--- src/rtl/xint_pkg.sv ---
`timescale 1ns/1ps
package xint_pkg;

    localparam int unsigned REG_W = 32;

    // byte offsets of the register map
    localparam int unsigned OFF_IER   = 32'h00;
    localparam int unsigned OFF_IDR   = 32'h04;
    localparam int unsigned OFF_IMR   = 32'h08;
    localparam int unsigned OFF_ISR   = 32'h0C;
    localparam int unsigned OFF_ICR   = 32'h10;
    localparam int unsigned OFF_MODE  = 32'h14;
    localparam int unsigned OFF_EDGE  = 32'h18;
    localparam int unsigned OFF_LEVEL = 32'h1C;
    localparam int unsigned OFF_NMI   = 32'h24;

    // decoded register access
    typedef enum logic [3:0] {
        ACC_NONE  = 4'd0,
        ACC_IER   = 4'd1,
        ACC_IDR   = 4'd2,
        ACC_IMR   = 4'd3,
        ACC_ISR   = 4'd4,
        ACC_ICR   = 4'd5,
        ACC_MODE  = 4'd6,
        ACC_EDGE  = 4'd7,
        ACC_LEVEL = 4'd8,
        ACC_NMI   = 4'd9
    } xint_acc_e;

    // {type bit, polarity bit}
    typedef enum logic [1:0] {
        SENSE_FALL = 2'b00,
        SENSE_RISE = 2'b01,
        SENSE_LOW  = 2'b10,
        SENSE_HIGH = 2'b11
    } xint_sense_e;

    function automatic logic [REG_W-1:0] line_mask(input int unsigned n);
        logic [REG_W-1:0] m;
        m = '0;
        for (int unsigned k = 0; k < REG_W; k++) begin
            if (k < n) m[k] = 1'b1;
        end
        return m;
    endfunction

endpackage

--- src/rtl/xint_sync.sv ---
`timescale 1ns/1ps
module xint_sync #(
    parameter int unsigned WIDTH  = 8,
    parameter int unsigned STAGES = 2
) (
    input  logic             clk,
    input  logic             rst_n,
    input  logic [WIDTH-1:0] din,
    output logic [WIDTH-1:0] dout
);

    logic [WIDTH-1:0] stage_q [STAGES];

    always_ff @(posedge clk or negedge rst_n) begin
        if (!rst_n) begin
            stage_q[0] <= '0;
        end else begin
            stage_q[0] <= din;
        end
    end

    for (genvar s = 1; s < STAGES; s++) begin : g_stage
        always_ff @(posedge clk or negedge rst_n) begin
            if (!rst_n) begin
                stage_q[s] <= '0;
            end else begin
                stage_q[s] <= stage_q[s-1];
            end
        end
    end

    assign dout = stage_q[STAGES-1];

endmodule

--- src/rtl/xint_detect.sv ---
`timescale 1ns/1ps
module xint_detect
    import xint_pkg::*;
#(
    parameter int unsigned NUM_LINES = 8
) (
    input  logic                 clk,
    input  logic                 rst_n,
    input  logic [NUM_LINES-1:0] line_s,
    input  logic [NUM_LINES-1:0] mode_sel,
    input  logic [NUM_LINES-1:0] edge_pol,
    input  logic [NUM_LINES-1:0] level_pol,
    output logic [NUM_LINES-1:0] hit
);

    logic [NUM_LINES-1:0] prev_q;

    always_ff @(posedge clk or negedge rst_n) begin
        if (!rst_n) begin
            prev_q <= '0;
        end else begin
            prev_q <= line_s;
        end
    end

    for (genvar i = 0; i < NUM_LINES; i++) begin : g_line
        xint_sense_e sense;
        logic        hit_bit;

        assign sense = xint_sense_e'({mode_sel[i],
                                      mode_sel[i] ? level_pol[i] : edge_pol[i]});

        always_comb begin
            unique case (sense)
                SENSE_FALL: hit_bit = prev_q[i] & ~line_s[i];
                SENSE_RISE: hit_bit = ~prev_q[i] & line_s[i];
                SENSE_LOW:  hit_bit = ~line_s[i];
                SENSE_HIGH: hit_bit = line_s[i];
                default:    hit_bit = 1'b0;
            endcase
        end

        assign hit[i] = hit_bit;
    end

endmodule

--- src/rtl/xint_regs.sv ---
`timescale 1ns/1ps
module xint_regs
    import xint_pkg::*;
#(
    parameter int unsigned NUM_LINES = 8,
    parameter int unsigned ADDR_W    = 6
) (
    input  logic                 clk,
    input  logic                 rst_n,
    input  logic [ADDR_W-1:0]    bus_addr,
    input  logic                 bus_wr,
    input  logic [REG_W-1:0]     bus_wdata,
    output logic [REG_W-1:0]     bus_rdata,
    input  logic [NUM_LINES-1:0] hit,
    output logic [NUM_LINES-1:0] mask_q,
    output logic [NUM_LINES-1:0] status_q,
    output logic [NUM_LINES-1:0] mode_q,
    output logic [NUM_LINES-1:0] edge_q,
    output logic [NUM_LINES-1:0] level_q,
    output logic                 nmi_en_q
);

    localparam logic [ADDR_W-1:0] A_IER   = ADDR_W'(OFF_IER);
    localparam logic [ADDR_W-1:0] A_IDR   = ADDR_W'(OFF_IDR);
    localparam logic [ADDR_W-1:0] A_IMR   = ADDR_W'(OFF_IMR);
    localparam logic [ADDR_W-1:0] A_ISR   = ADDR_W'(OFF_ISR);
    localparam logic [ADDR_W-1:0] A_ICR   = ADDR_W'(OFF_ICR);
    localparam logic [ADDR_W-1:0] A_MODE  = ADDR_W'(OFF_MODE);
    localparam logic [ADDR_W-1:0] A_EDGE  = ADDR_W'(OFF_EDGE);
    localparam logic [ADDR_W-1:0] A_LEVEL = ADDR_W'(OFF_LEVEL);
    localparam logic [ADDR_W-1:0] A_NMI   = ADDR_W'(OFF_NMI);

    xint_acc_e            acc;
    logic [NUM_LINES-1:0] wd;
    logic [NUM_LINES-1:0] clr_vec;
    logic                 unused_wdata;

    assign wd           = bus_wdata[NUM_LINES-1:0];
    assign unused_wdata = ^bus_wdata;

    // address decode
    always_comb begin
        unique case (bus_addr)
            A_IER:   acc = ACC_IER;
            A_IDR:   acc = ACC_IDR;
            A_IMR:   acc = ACC_IMR;
            A_ISR:   acc = ACC_ISR;
            A_ICR:   acc = ACC_ICR;
            A_MODE:  acc = ACC_MODE;
            A_EDGE:  acc = ACC_EDGE;
            A_LEVEL: acc = ACC_LEVEL;
            A_NMI:   acc = ACC_NMI;
            default: acc = ACC_NONE;
        endcase
    end

    assign clr_vec = (bus_wr && acc == ACC_ICR) ? wd : '0;

    // configuration and mask
    always_ff @(posedge clk or negedge rst_n) begin
        if (!rst_n) begin
            mask_q   <= '0;
            mode_q   <= '0;
            edge_q   <= '0;
            level_q  <= '0;
            nmi_en_q <= 1'b0;
        end else if (bus_wr) begin
            unique case (acc)
                ACC_IER:   mask_q   <= mask_q | wd;
                ACC_IDR:   mask_q   <= mask_q & ~wd;
                ACC_MODE:  mode_q   <= wd;
                ACC_EDGE:  edge_q   <= wd;
                ACC_LEVEL: level_q  <= wd;
                ACC_NMI:   nmi_en_q <= bus_wdata[0];
                default:   ;
            endcase
        end
    end

    // status capture: a new event beats a simultaneous clear
    always_ff @(posedge clk or negedge rst_n) begin
        if (!rst_n) begin
            status_q <= '0;
        end else begin
            status_q <= hit | (status_q & ~clr_vec);
        end
    end

    // read path
    always_comb begin
        bus_rdata = '0;
        unique case (acc)
            ACC_IMR:   bus_rdata[NUM_LINES-1:0] = mask_q;
            ACC_ISR:   bus_rdata[NUM_LINES-1:0] = status_q;
            ACC_MODE:  bus_rdata[NUM_LINES-1:0] = mode_q;
            ACC_EDGE:  bus_rdata[NUM_LINES-1:0] = edge_q;
            ACC_LEVEL: bus_rdata[NUM_LINES-1:0] = level_q;
            ACC_NMI:   bus_rdata[0]             = nmi_en_q;
            default:   bus_rdata                = '0;
        endcase
    end

endmodule

--- src/rtl/xint_ctrl.sv ---
`timescale 1ns/1ps
module xint_ctrl
    import xint_pkg::*;
#(
    parameter int unsigned NUM_LINES   = 8,
    parameter int unsigned ADDR_W      = 6,
    parameter int unsigned SYNC_STAGES = 2
) (
    input  logic                 clk,
    input  logic                 rst_n,
    input  logic [ADDR_W-1:0]    bus_addr,
    input  logic                 bus_wr,
    input  logic [31:0]          bus_wdata,
    output logic [31:0]          bus_rdata,
    input  logic [NUM_LINES-1:0] ext_lines,
    input  logic                 nmi_req,
    output logic                 irq_out,
    output logic                 nmi_out
);

    logic [NUM_LINES-1:0] line_s;
    logic [NUM_LINES-1:0] hit;
    logic [NUM_LINES-1:0] mask_q;
    logic [NUM_LINES-1:0] status_q;
    logic [NUM_LINES-1:0] mode_q;
    logic [NUM_LINES-1:0] edge_q;
    logic [NUM_LINES-1:0] level_q;
    logic                 nmi_en_q;

    xint_sync #(
        .WIDTH  (NUM_LINES),
        .STAGES (SYNC_STAGES)
    ) u_sync (
        .clk   (clk),
        .rst_n (rst_n),
        .din   (ext_lines),
        .dout  (line_s)
    );

    xint_detect #(
        .NUM_LINES (NUM_LINES)
    ) u_detect (
        .clk       (clk),
        .rst_n     (rst_n),
        .line_s    (line_s),
        .mode_sel  (mode_q),
        .edge_pol  (edge_q),
        .level_pol (level_q),
        .hit       (hit)
    );

    xint_regs #(
        .NUM_LINES (NUM_LINES),
        .ADDR_W    (ADDR_W)
    ) u_regs (
        .clk       (clk),
        .rst_n     (rst_n),
        .bus_addr  (bus_addr),
        .bus_wr    (bus_wr),
        .bus_wdata (bus_wdata),
        .bus_rdata (bus_rdata),
        .hit       (hit),
        .mask_q    (mask_q),
        .status_q  (status_q),
        .mode_q    (mode_q),
        .edge_q    (edge_q),
        .level_q   (level_q),
        .nmi_en_q  (nmi_en_q)
    );

    assign irq_out = |(status_q & mask_q);
    assign nmi_out = nmi_req & nmi_en_q;

endmodule

--- config.mk ---
export PLATFORM = sky130hd
export DESIGN_NAME = xint_ctrl
export DESIGN_NICKNAME = d
export VERILOG_FILES = /design/src/rtl/xint_pkg.sv /design/src/rtl/xint_sync.sv /design/src/rtl/xint_detect.sv /design/src/rtl/xint_regs.sv /design/src/rtl/xint_ctrl.sv
export SDC_FILE = /design/constraint.sdc
export NUM_CORES = 1
export LEC_CHECK = 0
export ABC_AREA = 1
export BUFFER_PORTS_ARGS = -buffer_cell sky130_fd_sc_hd__buf_4
export CELL_PAD_IN_SITES_DETAIL_PLACEMENT = 0
export CELL_PAD_IN_SITES_GLOBAL_PLACEMENT = 1
export CORE_UTILIZATION = 43
export CTS_BUF_LIST = sky130_fd_sc_hd__clkbuf_2
export DETAILED_ROUTE_END_ITERATION = 8
export PLACE_DENSITY = 0.91
export RECOVER_POWER = 25
export SYNTH_ARGS = -nofsm -noshare
export SYNTH_HDL_FRONTEND = slang
export SYNTH_HIERARCHICAL = 1
export SYNTH_SLANG_ARGS = --single-unit
--- constraint.sdc ---
create_clock -name clk -period 2.3 [get_ports clk]
set_input_delay 0.23 -clock clk [delete_from_list [all_inputs] [get_ports clk]]
set_output_delay 0.23 -clock clk [all_outputs]
set_load 0.01 [all_outputs]
# Yosys cells after proc, flatten, opt, wreduce, memory -nomap -nowiden
# Index checks and enable logic that the tools add are counted.
totals:
  regBits: 65
  latch_bits: 0
  ramBits: 0
  mem_bits_ro: 0
  input_bits: 50
  mem_count: 0
op_classes:
  add_sub_neg: 0
  mul: 0
  div: 0
  magnitude_cmp: 0
  n_eq_ne: 41
  shifts: 0
  n_mux: 21
  bitwise_logic: 40
  n_reduce_logical: 17
ops:
  columns: ["cell", "n"]
  rows:
  - ["one-hot mux 4 bit (9 select lines)", 1]
  - ["one-hot mux 7 bit (5 select lines)", 1]
  - ["equality test 2 bit, second input constant", 16]
  - ["one-hot mux 1 bit (4 select lines)", 8]
  - ["AND 8 bit", 3]
  - ["equality test 6 x 5 -> 1 bit, second input constant", 4]
  - ["AND 1 bit", 17]
  - ["equality test 2 x 1 -> 1 bit, second input constant", 8]
  - ["equality test 4 x 3 -> 1 bit, second input constant", 4]
  - ["logical NOT 2 bit", 8]
  - ["NOT 1 bit", 16]
  - ["NOT 8 bit", 2]
  - ["bitwise OR 8 bit", 2]
  - ["one-hot mux 8 bit (2 select lines)", 1]
  - ["equality test 6 x 4 -> 1 bit, second input constant", 2]
  - ["AND reduction 2 bit", 5]
  - ["equality test 4 x 2 -> 1 bit, second input constant", 2]
  - ["equality test 4 bit, second input constant", 2]
  - ["2-to-1 mux 1 bit", 8]
  - ["2-to-1 mux 8 bit", 1]
  - ["OR reduction 8 bit", 1]
  - ["equality test 6 x 3 -> 1 bit, second input constant", 1]
  - ["equality test 6 bit, second input constant", 1]
  - ["logical NOT 6 bit", 1]
  - ["other kinds (4)", 4]

# Longest topological paths before layout
depth:
  depth_word: 8
  mapped_depth: 9
  mapped_depth_nobuf: 7

# Cells and area by module
# Netlist, hierarchy kept.
by_module_without_submodules:
  columns: ["module", "n_inst", "cells_per_inst", "area_per_inst_um2", "seq_area_each_um2"]
  rows:
  - ["xint_regs", 1, 316, 2406.1, 1026.0]
  - ["xint_detect", 1, 118, 665.6, 200.2]
  - ["xint_sync", 1, 24, 460.4, 400.4]
  - ["xint_ctrl", 1, 17, 63.8, 0.0]

# Least setup slack after synthesis
# OpenSTA, ideal clock, no wires.
synth_path:
  kind: "input to output"
  startpoint: "input bus_addr[0]"
  endpoint: "output bus_rdata[5]"
  arrival_ns: 1.062
  setup_slack_ns: 1.008
  path_stages: 7
  n_path_buf: 1
  cell_sequence: "inv_1 -> nand2_1 -> nor2_1 -> buf_2 -> nand2_2 -> o21a_1 -> nand2_1"
synth_between:
  elab_chain_cells: 4
  elab_cells_between_ends: 16
  classes_between: "eq/ne: 13; mux: 2; reduce/logical: 1"
synth_lines:
  columns: ["item", "line", "source"]
  rows:
  - ["from (decl)", "xint_ctrl.sv:11", "input logic [ADDR_W-1:0] bus_addr,"]
  - ["equality test 6 bit, or another cell as far along", "xint_regs.sv:43", "unique case (bus_addr)"]
  - ["one-hot mux 4 bit (9 select lines) (*)", "xint_regs.sv:43", null]
  - ["equality test 4 bit, or another cell as far along", "xint_regs.sv:92", "unique case (acc)"]
  - ["one-hot mux 7 bit (5 select lines) (*)", "xint_regs.sv:92", null]
  - ["to (decl)", "xint_ctrl.sv:14", "output logic [31:0] bus_rdata,"]
# Mark *: on every way between the ends. The rest lies on a longest branch, timed or not.

# Final worst setup path
layout_path:
  startpoint: "input bus_addr[5]"
  endpoint: "output bus_rdata[2]"
# Same word-level chain as after synthesis.

==> results.txt <==
Vias in the first global route = 2,786
Final hold vios = 0
RePlAce Congestion = 0.784
Top-count cell post-synth = nand2_1
Failing checks = max-capacitance violations, max-slew violations
DRC errors left = 0
Fin Clk Skew = 0.0128 ns
Initial Utilization = 0.456
Core Area = 7890 um^2
Worst EP required = 2.07 ns
Final min period = 1.66 ns
Critical Path AT = 1.43 ns
Sequential Area = 1630 um^2
PortBufs = 35
R2R setup slack = 1.37 ns
# IOs = 84
Critical Path Start Type = input port
Clock sink count = 65
Setup bufs post-CTS = 0
Cts hold-fix bufs = 10
Post-synth top area cell = dfrtp_1
Critical-path cell list = buf_4 > nor2_8 > inv_2 > nor2_4 > nand2_1 > and2_1 > nand2_1 > buf_4
Nets@finish = 560
Leak = 2.05 nW
CTS root buf = clkbuf_2
Initial antenna violation count = 0
Top FF cell, synth = dfrtp_1
Fin crit share = 0.720
Yosys cell types = 26
Worst vdd ir = 349 uV
Post-CTS Resized = 0
Final Util = 0.496
CP max stage delay = 0.28 ns
Layout cell share with drive strength beyond 1 = 0.144
Total global-route track usage = 0.197
Routed vias/inst = 4.80
DR iter-0 viols = 164
Worst slew margin = -0.0448
Ant diodes = 0
Mapped cell area = 3600 um^2
Area of the multi-input gates = 1460 um^2
Hold-critical path depth = 3
Share of the synthesized area in the top cell type = 0.452
Critical path type = in -> out
CTS tree = yes
DRT Pass-1 Iters = 5
Max-cap violations = 1
Post-route ant nets = 0
RSZ-0062 raised after global routing = no
Die area = 8730 um^2
Remaining global-route overflow = 0
Power per cell area = 577 nW/um^2
Num rows = 32
CP max-delay cell = nor2_8
Status = finished, violations left
Flops & latches, synth = 65
RR Endpoint = u_regs/status_q[0]
Clk_lat worst skew = 0.48 ns
Htree depth = 3
Worst R2R Path Depth = 7
Clock slew at reported path FFs = 0.17 ns
Wirelength, routed = 7.69 mm
Pin count of the biggest net entering global routing = 66
Die H = 93.4 um
Critical path buffers and inverters = 3
Least-Margin Pin Slew = 1.57 ns
Top cells by count, synth = nand2_1 (137), dfrtp_1 (65), nand3_1 (60)
Peak Freq = 604 MHz
Mapped Cells = 475
Worst Min Path Start = bus_wdata[1]
Fin. max-slew vios = 66
Max Root-Sink Buffers = 2
Seq/Total Area, Yosys = 0.452
Top post-synthesis cells by area = dfrtp_1 (45%), nand2_1 (14%), buf_4 (8.6%)
Kind of cell adding the most delay to the critical path = simple AND/OR/NAND/NOR gates
Setup_tns = 0 ns
Final setup fails = 0
Fillers = 773
Crit path capture type = primary output
First-pass GRT wire length = 13.1 mm
Final Non-Filler Cells = 617
Synth warnings = 6
Die width = 93.4 um
Num CTS Buffers = 9
Ys async rst share = 1.00
Layout area overhead = 8.87%
Hpwl dp = 5.05 mm
EDFF count, synth = 0
DR WL/cell = 12.5 um
FF-to-FF Start = u_regs/level_q[0]
Cells after DPL = 590
Routed vias = 2,963
Crit path max fanout = 15
Synthesized area per cell = 7.57 um^2
Hold Path Class = in -> reg
[metrics by stage]
step                setup slack, ns  hold slack [ns]  instance area (um^2)  total power (W)
finish                        0.643           0.0397                  3920          0.00226
global route                  0.380          0.00331                  3920          0.00242
CTS                           0.629          0.00132                  3920          0.00228
detailed placement            0.633            0.335                  3750          0.00173
global placement              0.626            0.332                  3750          0.00172
floorplan                      1.01          -0.0656                  3680          0.00165
[power breakdown]
part / switching, W / internal [W]
combinational: 0.000234 / 0.000154
clock: 0.000400 / 0.000140
sequential: 0.0000908 / 0.00124
[layout make-up]
cell class | instances | area share
inverter | 60 | 0.0575
tap | 102 | 0.0326
sequential | 65 | 0.415
timing repair buffer | 50 | 0.101
clock inverter | 5 | 0.00575
clock buffer | 11 | 0.0141
multi-input combinational | 324 | 0.373
[worst max path at each step]
stage,from,endpoint,slack [ns],cells after the start
after floorplan,bus_addr[0],bus_rdata[5],1.01,7
after global placement,bus_addr[5],bus_rdata[2],0.63,8
after detailed placement,bus_addr[5],bus_rdata[2],0.63,8
after CTS,bus_addr[5],bus_rdata[2],0.63,8
after global routing,rst_n,u_regs/status_q[3],0.38,2
final,bus_addr[5],bus_rdata[2],0.64,8
[worst min-delay path: cells and delay by family]
| kind | cells | cell delay (ns) |
|---|---|---|
| buffers and inverters | 1 | 0.13 |
| and+or+nand+nor | 2 | 0.14 |
[metal layers]
metal / routed length [um] / track usage / part of all wire
met5: 0 / 0 / 0
met3: 473 / 0.0293 / 0.061
met2: 3540 / 0.320 / 0.46
met1: 3510 / 0.260 / 0.46
met4: 178 / 0.0846 / 0.023
[cells in the final DEF, fill, tap and decap left out, types with 9 or more instances in the layout]
cell / count
buf_4: 29
clkbuf_2: 12
conb_1: 24
dfrtp_1: 65
dlygate4sd3_1: 11
inv_1: 57
nand2_1: 137
nand3_1: 61
nand4_1: 9
nor2_1: 49
o21ai_0: 16
[cells by family (layout without fill, tap and decap cells)]
| group | count (synthesis) | count (layout) | synth area share |
|---|---|---|---|
| simple gates | 273 | 273 | 0.338 |
| other cells | 1 | 24 | 0.00104 |
| compound gates | 27 | 27 | 0.0473 |
| flops | 65 | 65 | 0.452 |
| buf+inv | 109 | 126 | 0.162 |
Note: power is estimated with default switching activity, not from simulation.
